`src/rtl/dbg_reg_chain_pkg.sv`:
```
package dbg_reg_chain_pkg;

   // Operation performed on the serial chain in a given clock
   typedef enum logic [1:0] {
      CH_HOLD    = 2'd0,
      CH_CAPTURE = 2'd1,
      CH_SHIFT   = 2'd2
   } chain_op_e;

   // Width of a down-counter that must hold the value lat
   function automatic int cnt_width(input int lat);
      return (lat < 2) ? 1 : $clog2(lat + 1);
   endfunction

endpackage

```
`src/rtl/dbg_reg_chain_shifter.sv`:
```
module dbg_reg_chain_shifter
   import dbg_reg_chain_pkg::*;
#(
   parameter int DATA_W = 32,
   parameter int ADDR_W = 7
) (
   input  logic              clk,
   input  logic              rst_n,
   input  logic              sel,
   input  logic              capture,
   input  logic              shift,
   input  logic              tdi,
   input  logic              cap_ready,
   input  logic [DATA_W-1:0] cap_data,
   input  logic [ADDR_W-1:0] cap_addr,
   output logic              tdo,
   output logic              req_wr,
   output logic [DATA_W-1:0] req_data,
   output logic [ADDR_W-1:0] req_addr
);
   localparam int CHAIN_W = 1 + DATA_W + ADDR_W;

   logic [CHAIN_W-1:0] chain_q;
   chain_op_e          op;

   always_comb begin
      op = CH_HOLD;
      if (sel) begin
         if (capture)    op = CH_CAPTURE;
         else if (shift) op = CH_SHIFT;
      end
   end

   always_ff @(posedge clk or negedge rst_n) begin
      if (!rst_n) begin
         chain_q <= '0;
      end else begin
         case (op)
            CH_CAPTURE: chain_q <= {cap_addr, cap_data, cap_ready};
            CH_SHIFT:   chain_q <= {tdi, chain_q[CHAIN_W-1:1]};
            default:    chain_q <= chain_q;
         endcase
      end
   end

   assign tdo      = chain_q[0];
   assign req_wr   = chain_q[0];
   assign req_data = chain_q[DATA_W:1];
   assign req_addr = chain_q[CHAIN_W-1:DATA_W+1];

endmodule

```
`src/rtl/dbg_reg_chain_seq.sv`:
```
module dbg_reg_chain_seq
   import dbg_reg_chain_pkg::*;
#(
   parameter int DATA_W     = 32,
   parameter int ADDR_W     = 7,
   parameter int ACCESS_LAT = 3
) (
   input  logic              clk,
   input  logic              rst_n,
   input  logic              sel,
   input  logic              update,
   input  logic              req_wr,
   input  logic [DATA_W-1:0] req_data,
   input  logic [ADDR_W-1:0] req_addr,
   input  logic [DATA_W-1:0] rd_data,
   output logic              ready,
   output logic              cpl,
   output logic              cpl_wr,
   output logic [DATA_W-1:0] cpl_data,
   output logic [ADDR_W-1:0] cpl_addr,
   output logic [DATA_W-1:0] resp_data,
   output logic [ADDR_W-1:0] resp_addr
);
   localparam int CNT_W = cnt_width(ACCESS_LAT);

   generate
      if (ACCESS_LAT == 0) begin : g_direct
         // Access completes on the update edge itself
         assign ready    = 1'b1;
         assign cpl      = sel & update;
         assign cpl_wr   = req_wr;
         assign cpl_data = req_data;
         assign cpl_addr = req_addr;
      end else begin : g_delayed
         logic [CNT_W-1:0]  cnt_q;
         logic              wr_q;
         logic [DATA_W-1:0] data_q;
         logic [ADDR_W-1:0] addr_q;

         always_ff @(posedge clk or negedge rst_n) begin
            if (!rst_n) begin
               cnt_q  <= '0;
               wr_q   <= 1'b0;
               data_q <= '0;
               addr_q <= '0;
            end else if (cnt_q != '0) begin
               cnt_q <= cnt_q - 1'b1;
            end else if (sel && update) begin
               cnt_q  <= CNT_W'(ACCESS_LAT);
               wr_q   <= req_wr;
               data_q <= req_data;
               addr_q <= req_addr;
            end
         end

         assign ready    = (cnt_q == '0);
         assign cpl      = (cnt_q == CNT_W'(1));
         assign cpl_wr   = wr_q;
         assign cpl_data = data_q;
         assign cpl_addr = addr_q;
      end
   endgenerate

   always_ff @(posedge clk or negedge rst_n) begin
      if (!rst_n) begin
         resp_data <= '0;
         resp_addr <= '0;
      end else if (cpl) begin
         resp_addr <= cpl_addr;
         resp_data <= cpl_wr ? cpl_data : rd_data;
      end
   end

endmodule

```
`src/rtl/dbg_reg_chain_bank.sv`:
```
module dbg_reg_chain_bank #(
   parameter int              DATA_W    = 32,
   parameter int              ADDR_W    = 7,
   parameter int              NUM_REGS  = 16,
   parameter logic [DATA_W-1:0] RESET_VAL = '0
) (
   input  logic                       clk,
   input  logic                       rst_n,
   input  logic                       wr_en,
   input  logic [ADDR_W-1:0]          wr_addr,
   input  logic [DATA_W-1:0]          wr_data,
   input  logic [ADDR_W-1:0]          rd_addr,
   output logic [DATA_W-1:0]          rd_data,
   output logic [NUM_REGS*DATA_W-1:0] bank_flat
);

   generate
      for (genvar i = 0; i < NUM_REGS; i++) begin : g_reg
         logic [DATA_W-1:0] q;
         always_ff @(posedge clk or negedge rst_n) begin
            if (!rst_n)
               q <= RESET_VAL;
            else if (wr_en && (wr_addr == ADDR_W'(i)))
               q <= wr_data;
         end
         assign bank_flat[i*DATA_W +: DATA_W] = q;
      end
   endgenerate

   // Addresses without a register fall through to zero
   always_comb begin
      rd_data = '0;
      for (int i = 0; i < NUM_REGS; i++) begin
         if (rd_addr == ADDR_W'(i))
            rd_data = bank_flat[i*DATA_W +: DATA_W];
      end
   end

endmodule

```
`src/rtl/dbg_reg_chain.sv`:
```
module dbg_reg_chain #(
   parameter int DATA_W     = 32,
   parameter int ADDR_W     = 7,
   parameter int NUM_REGS   = 16,
   parameter int ACCESS_LAT = 3
) (
   input  logic                       tck,
   input  logic                       trst_n,
   input  logic                       chain_sel,
   input  logic                       capture_dr,
   input  logic                       shift_dr,
   input  logic                       update_dr,
   input  logic                       tdi,
   output logic                       tdo,
   output logic [NUM_REGS*DATA_W-1:0] reg_bank
);

   generate
      if (NUM_REGS < 1 || NUM_REGS > (1 << ADDR_W)) begin : g_bad_regs
         $error("NUM_REGS must be within 1 .. 2**ADDR_W");
      end
      if (DATA_W < 1 || ADDR_W < 1) begin : g_bad_width
         $error("DATA_W and ADDR_W must be positive");
      end
      if (ACCESS_LAT < 0) begin : g_bad_lat
         $error("ACCESS_LAT must not be negative");
      end
   endgenerate

   logic              req_wr;
   logic [DATA_W-1:0] req_data;
   logic [ADDR_W-1:0] req_addr;
   logic              seq_ready;
   logic              cpl;
   logic              cpl_wr;
   logic [DATA_W-1:0] cpl_data;
   logic [ADDR_W-1:0] cpl_addr;
   logic [DATA_W-1:0] resp_data;
   logic [ADDR_W-1:0] resp_addr;
   logic [DATA_W-1:0] rd_data;

   dbg_reg_chain_shifter #(.DATA_W(DATA_W), .ADDR_W(ADDR_W)) u_shift (
      .clk       (tck),
      .rst_n     (trst_n),
      .sel       (chain_sel),
      .capture   (capture_dr),
      .shift     (shift_dr),
      .tdi       (tdi),
      .cap_ready (seq_ready),
      .cap_data  (resp_data),
      .cap_addr  (resp_addr),
      .tdo       (tdo),
      .req_wr    (req_wr),
      .req_data  (req_data),
      .req_addr  (req_addr)
   );

   dbg_reg_chain_seq #(.DATA_W(DATA_W), .ADDR_W(ADDR_W), .ACCESS_LAT(ACCESS_LAT)) u_seq (
      .clk       (tck),
      .rst_n     (trst_n),
      .sel       (chain_sel),
      .update    (update_dr),
      .req_wr    (req_wr),
      .req_data  (req_data),
      .req_addr  (req_addr),
      .rd_data   (rd_data),
      .ready     (seq_ready),
      .cpl       (cpl),
      .cpl_wr    (cpl_wr),
      .cpl_data  (cpl_data),
      .cpl_addr  (cpl_addr),
      .resp_data (resp_data),
      .resp_addr (resp_addr)
   );

   dbg_reg_chain_bank #(.DATA_W(DATA_W), .ADDR_W(ADDR_W), .NUM_REGS(NUM_REGS)) u_bank (
      .clk       (tck),
      .rst_n     (trst_n),
      .wr_en     (cpl & cpl_wr),
      .wr_addr   (cpl_addr),
      .wr_data   (cpl_data),
      .rd_addr   (cpl_addr),
      .rd_data   (rd_data),
      .bank_flat (reg_bank)
   );

endmodule

```
`config.mk`:
```
export PLATFORM = sky130hd
export DESIGN_NAME = dbg_reg_chain
export DESIGN_NICKNAME = d
export VERILOG_FILES = /design/src/rtl/dbg_reg_chain_pkg.sv /design/src/rtl/dbg_reg_chain_shifter.sv /design/src/rtl/dbg_reg_chain_seq.sv /design/src/rtl/dbg_reg_chain_bank.sv /design/src/rtl/dbg_reg_chain.sv
export SDC_FILE = /design/constraint.sdc
export NUM_CORES = 1
export LEC_CHECK = 0
export BUFFER_PORTS_ARGS = -buffer_cell sky130_fd_sc_hd__buf_2
export CORE_ASPECT_RATIO = 1.75
export CORE_MARGIN = 2
export CORE_UTILIZATION = 45
export CTS_BUF_LIST = sky130_fd_sc_hd__clkbuf_4
export CTS_CLUSTER_SIZE = 10
export DETAILED_ROUTE_END_ITERATION = 8
export GPL_ROUTABILITY_DRIVEN = 0
export PLACE_DENSITY_LB_ADDON = 0.05
export SYNTH_ARGS = -nofsm -noshare
export SYNTH_HDL_FRONTEND = slang
export SYNTH_SLANG_ARGS = --single-unit
```
`constraint.sdc`:
```
create_clock -name tck -period 2.9 [get_ports tck]
set_clock_uncertainty 0.05 [all_clocks]
set_input_delay 0.725 -clock tck [delete_from_list [all_inputs] [get_ports tck]]
set_output_delay 0.725 -clock tck [all_outputs]
set_load 0.01 [all_outputs]
```
# ---- Word level (Yosys, flattened, before mapping)
# Index checks and enable logic that the tools add are counted.
dict set report totals {
  register_bits 633
  input_bits 7
  output_inout_bits 513
  wordCells 90
}
dict set report classes {
  n_addsub 1
  eq_ne 18
  muxes 23
  n_bitwise 2
  reduce_logical 23
}
# op n
set op_table {}
lappend op_table {{$mux W32} 17}
lappend op_table {{$pmux W40 S2} 1}
lappend op_table {{$eq A7 B4 Y1 const B} 8}
lappend op_table {{$eq A7 B3 Y1 const B} 4}
lappend op_table {{$logic_and A1 B1 Y1} 17}
lappend op_table {{$eq A7 B2 Y1 const B} 2}
lappend op_table {{$mux W2} 5}
lappend op_table {{$eq A7 B1 Y1 const B} 1}
lappend op_table {{$logic_not A7 Y1} 1}
lappend op_table {{$reduce_bool A2 Y1} 3}
lappend op_table {{$eq A2 B1 Y1 const B} 2}
lappend op_table {{$eq A2 B2 Y1 const B} 1}
lappend op_table {{$logic_not A2 Y1} 1}
lappend op_table {{$reduce_and A2 Y1} 1}
lappend op_table {{$sub A2 B1 Y2 const B} 1}
lappend op_table {{$and A1 B1 Y1} 1}
lappend op_table {{$not A1 Y1} 1}

# ---- Longest topological paths before layout
dict set report logic_depth {
  word_depth 18
  ltp_mapped 10
  depth_no_buf 7
}

# ---- By module
# From an unflattened synthesis, not the netlist that was laid out.
dict set report unflattened {
  cells_unflattened 2269
  hier_area_um2 29233.0
}
# module instances cells_each area_per_inst_um2
set modules_own_cells {}
lappend modules_own_cells {dbg_reg_chain_bank 1 1842 23790.3}
lappend modules_own_cells {dbg_reg_chain_seq 1 248 3509.6}
lappend modules_own_cells {dbg_reg_chain_shifter 1 178 1926.8}
lappend modules_own_cells {dbg_reg_chain 1 1 6.3}

# ---- Worst setup path before layout
# Ideal clock, no wire load.
dict set report synth_path {
  kind {reg-to-reg}
  start {register u_seq.g_delayed.cnt_q[1]}
  end {register u_bank.g_reg[5].q[10]}
  arrival_ns 2.083
  required_ns 2.725
  slack_ns 0.642
  path_stages_with_launch 9
  path_cell_list {dfrtp_1 inv_1 ha_1 buf_2 nand2_1 buf_2 nor3_1 buf_2 mux2_2}
}
dict set report synth_via {
  elab_chain_len 3
}
# item line
set synth_rtl {}
lappend synth_rtl {{start, declared} dbg_reg_chain_seq.sv:35} ;# logic [CNT_W-1:0] cnt_q;
lappend synth_rtl {{start signal, assigned} dbg_reg_chain_seq.sv:47} ;# cnt_q <= cnt_q - 1'b1;
lappend synth_rtl {{start signal, assigned} dbg_reg_chain_seq.sv:49} ;# cnt_q <= CNT_W'(ACCESS_LAT);
lappend synth_rtl {{$eq A2 B1 Y1} dbg_reg_chain_seq.sv:57} ;# assign cpl = (cnt_q == CNT_W'(1));
lappend synth_rtl {{net cpl} dbg_reg_chain.sv:34} ;# logic cpl;
lappend synth_rtl {{$and A1 B1 Y1} dbg_reg_chain.sv:79} ;# .wr_en (cpl & cpl_wr),
lappend synth_rtl {{$logic_and A1 B1 Y1} dbg_reg_chain_bank.sv:23} ;# else if (wr_en && (wr_addr == ADDR_W'(i)))
lappend synth_rtl {{end signal, assigned} dbg_reg_chain_bank.sv:24} ;# q <= wr_data;
lappend synth_rtl {{end, declared} dbg_reg_chain_bank.sv:19} ;# logic [DATA_W-1:0] q;
# The timed path passes the listed nets, and every way through them passes these cells.
# A chain may end at the register's enable or synchronous reset.

# ---- Final worst setup path
dict set report layout_path {
  start {register u_seq.g_delayed.addr_q[0], in the netlist u_seq.cpl_addr[0]}
  end {register u_seq.resp_data[1]}
}
dict set report layout_via {
  elab_chain_len 18
}
# item line
set layout_rtl {}
lappend layout_rtl {{start, declared} dbg_reg_chain_seq.sv:38} ;# logic [ADDR_W-1:0] addr_q;
lappend layout_rtl {{start signal, assigned} dbg_reg_chain_seq.sv:52} ;# addr_q <= req_addr;
lappend layout_rtl {{$logic_not A7 Y1} dbg_reg_chain_bank.sv:34} ;# if (rd_addr == ADDR_W'(i))
lappend layout_rtl {{$mux W32 (15 in series)} dbg_reg_chain_bank.sv:34}
lappend layout_rtl {{$mux W32 (*)} dbg_reg_chain_bank.sv:34}
lappend layout_rtl {{$mux W32 (*)} dbg_reg_chain_seq.sv:70} ;# resp_data <= cpl_wr ? cpl_data : rd_data;
lappend layout_rtl {{end signal, assigned} dbg_reg_chain_seq.sv:70}
lappend layout_rtl {{end, declared} dbg_reg_chain_seq.sv:21} ;# output logic [DATA_W-1:0] resp_data,
# Every way passes the cells marked *; elsewhere a longest branch is shown, timed or not.

==> reports/metrics.cfg <==
[routing]
wl_um=129000
vias=24410
viasPerCell=6.24
dr.pass1.iters=5
drt_iter0_drc=1774
route.detailed.drc=0
ant_nets=0
wl_per_cell_um=33.1

[critical_path]
cp.arrival_ps=3470
start_kind=flip-flop
critPathBufInv=2
critPathCaptureType=flip-flop
max_stage_delay_ps=620
critPathSlowestCell=dfrtp_4
critPathKind=flip-flop to flip-flop
critical_path.top_delay_family=compound AO/OA/AOI/OAI gates
crit_required_ps=3640
crit_cells=7
path_cells=buf_4, and3b_1, buf_4, a21oi_1, o21ai_0, a31oi_1, a2111oi_0
critical_path.max_fanout=20
rr_worst_depth=7
path_common_cell=buf_4

[timing]
setup_viol=0
max_freq_mhz=366
setup_tns_ps=0
slew_headroom_pct=34.0
post-route-period-util_pct=94.2
worst_slack_ps=169
finalHoldViolCount=0
grt_setup_unrepaired=false
worst_pin_slew_ps=990
slew_violations=0
min_period_ps=2730

[global_route]
gr-total-overflow=0
grt_max_degree=90
first_global_vias=25409
grt_use_met1_pct=43.8
antenna_found_initial=3
track_usage_pct=38.3
grt_use_met2_pct=62.5
grt.busiest_layer=met2
gr-usage-met3_pct=9.49
grt_pass1_wl_um=184000

[pwr]
peakVddDrop_mv=0.486
total_leakage_power_nw=18.6
p_per_area_nw_per_um2=621
finalPower_mw=22.3

[clock_network]
path_clk_slew_ps=70
clkSinkCount=633
cts_root_buf=clkbuf_4
cts_tree=yes
clk_path_buf_depth=3
htreeDepth=4
clkLatencyLatePin_ps=940
numCtsBuffers=155
cts_setup_buffers=0

[floorplan]
die_h_um=343
coreArea_um2=65200
die_w_um=198
start_util_pct=45.4
ios=520
die-area_um2=67800
num_rows=124

[logic_synthesis]
synth_cell_types=74
synthFlopType=dfrtp_1
ys_seq_area_share_pct=53.6
synth.cell_area_um2=29600
synth_area_per_cell_um2=12.6
yosysWarningCount=0
synth_edf_count=0
postSynth.asyncResetShare_pct=100
yosys_register_bits=633
synth_nets=2348
synthesis.instances=2338

[run_status]
status=finished, final reports clean

[placed_design]
dpl_worst_slack_ps=65.5
dpl-instance-area_um2=34100
port_buffers=519
post-place-cells=3644
dp_hpwl_um=91800

[hold_path]
holdCritPathClass=primary input to flip-flop
hold_depth=3

[final_layout]
layout_common_cells=dfrtp_1, mux2_2, buf_2, clkbuf_4, buf_4
area_growth_pct=21.7
layout-drive-gt1-share_pct=49.9
nets=2993
final_area_um2=36000
stdcell_count=3914
final_common_cell=dfrtp_1

[job]
maxCapViolations=0

==> final cells by class <==
| class | instances | area, um2 |
|---|---|---|
| Antenna cell | 4 | 10.0 |
| Clock buffer | 222 | 1670 |
| Clock inverter | 43 | 216 |
| Fill cell | 5819 | 29200 |
| Inverter | 11 | 41.3 |
| Multi-Input combinational cell | 1481 | 12700 |
| Sequential cell | 633 | 15900 |
| Tap cell | 819 | 1020 |
| Timing Repair Buffer | 701 | 4430 |
==> logic make-up (layout without fill, tap and decap cells) <==
| group | after synthesis | in the layout | share of synthesized area, % |
|---|---|---|---|
| mux | 702 | 702 | 27.3 |
| flops | 633 | 633 | 53.6 |
| compound gates | 472 | 472 | 10.3 |
| simple gates | 304 | 304 | 5.13 |
| buf+inv | 224 | 977 | 3.59 |
| fa+ha+maj | 3 | 3 | 0.127 |
| other cells | 0 | 4 | 0 |
==> repair_timing <==
| action | CTS | global route |
|---|---|---|
| endpoints found under the setup margin | 0 | 3 |
| hold endpoints to repair | 88 | 0 |
| gates resized for setup | 0 | 1 |
| hold buffers | 1 | 0 |
==> final timing paths <==
check | from | end | slack, ps
worst max-delay path | u_seq.cpl_addr[0]$_DFFE_PN0P_ | u_seq.resp_data[1]$_DFFE_PN0P_ | 170
worst min-delay path | tdi | u_shift.chain_q[39]$_DFFE_PN0P_ | 170
worst max register to register | u_seq.cpl_addr[0]$_DFFE_PN0P_ | u_seq.resp_data[1]$_DFFE_PN0P_ | 170
worst min register to register | u_seq.g_delayed.cnt_q[1]$_DFFE_PN0P_ | u_seq.g_delayed.cnt_q[1]$_DFFE_PN0P_ | 460
max in group asynchronous | trst_n | u_bank.g_reg[4].q[7]$_DFFE_PN0P_ | 1520
min in group asynchronous | trst_n | u_bank.g_reg[13].q[21]$_DFFE_PN0P_ | 260
==> stage by stage <==
step,utilization (%),hold slack (ps)
floorplan,-,379
global placement,52.3,415
detailed placement,52.3,431
CTS,55.2,84.7
global route,55.2,146
finish,55.2,171
==> state kept, by name, summed over array words and instances (netlist names) <==
name and cells:
u_seq.resp_addr 7, u_seq.cpl_data 32, u_seq.g_delayed.cnt_q 2, u_seq.resp_data 32, u_shift.chain_q 40, u_bank.g.q 512
u_seq.cpl_wr 1, u_seq.cpl_addr 7
==> worst reg2reg max path: stages, from the launching register on <==
cell	delay (ps)
dfrtp_4	620
buf_4	320
and3b_1	530
buf_4	310
a21oi_1	90
o21ai_0	80
a31oi_1	120
a2111oi_0	470
==> synth_stat cells, drive strengths merged, types with 4 or more instances <==
| library cell | count | share of area (%) |
|---|---|---|
| nor3 | 21 | 0.48 |
| a211oi | 14 | 0.36 |
| a22oi | 20 | 0.51 |
| o211ai | 23 | 0.58 |
| nor2b | 10 | 0.21 |
| inv | 8 | 0.10 |
| nor4 | 4 | 0.24 |
| o221ai | 24 | 0.71 |
| o2111ai | 4 | 0.12 |
| and3b | 5 | 0.15 |
| nand3b | 8 | 0.20 |
| nand3 | 14 | 0.25 |
| o221a | 4 | 0.15 |
| and3 | 8 | 0.17 |
| nand2b | 5 | 0.11 |
| nor2 | 74 | 0.97 |
| mux2 | 573 | 22 |
| o22ai | 28 | 0.59 |
| a2111oi | 4 | 0.12 |
| dfrtp | 633 | 54 |
| nand2 | 128 | 1.6 |
| a21oi | 110 | 1.9 |
| o2bb2ai | 7 | 0.21 |
| or3 | 14 | 0.31 |
| o21a | 10 | 0.25 |
| a32oi | 8 | 0.24 |
| mux4 | 16 | 1.2 |
| clkbuf | 99 | 1.3 |
| a221o | 11 | 0.37 |
| a21o | 14 | 0.36 |
| a31oi | 10 | 0.21 |
| mux2i | 113 | 3.8 |
| buf | 114 | 2.2 |
| a221oi | 22 | 0.65 |
| o21ai | 133 | 2.3 |
==> report_power, final <==
| part | internal [mW] | switching, mW |
|---|---|---|
| clock network | 3.68 | 3.70 |
| logic | 1.58 | 2.50 |
| registers | 9.50 | 1.39 |
==> routing by layer <==
metal	part of all wire, %	vias up
li1	-	10001
met1	36	12565
met2	48	1410
met3	8.3	434
met4	8.1	0
met5	0	-
Power figures use the tool's default switching activity.
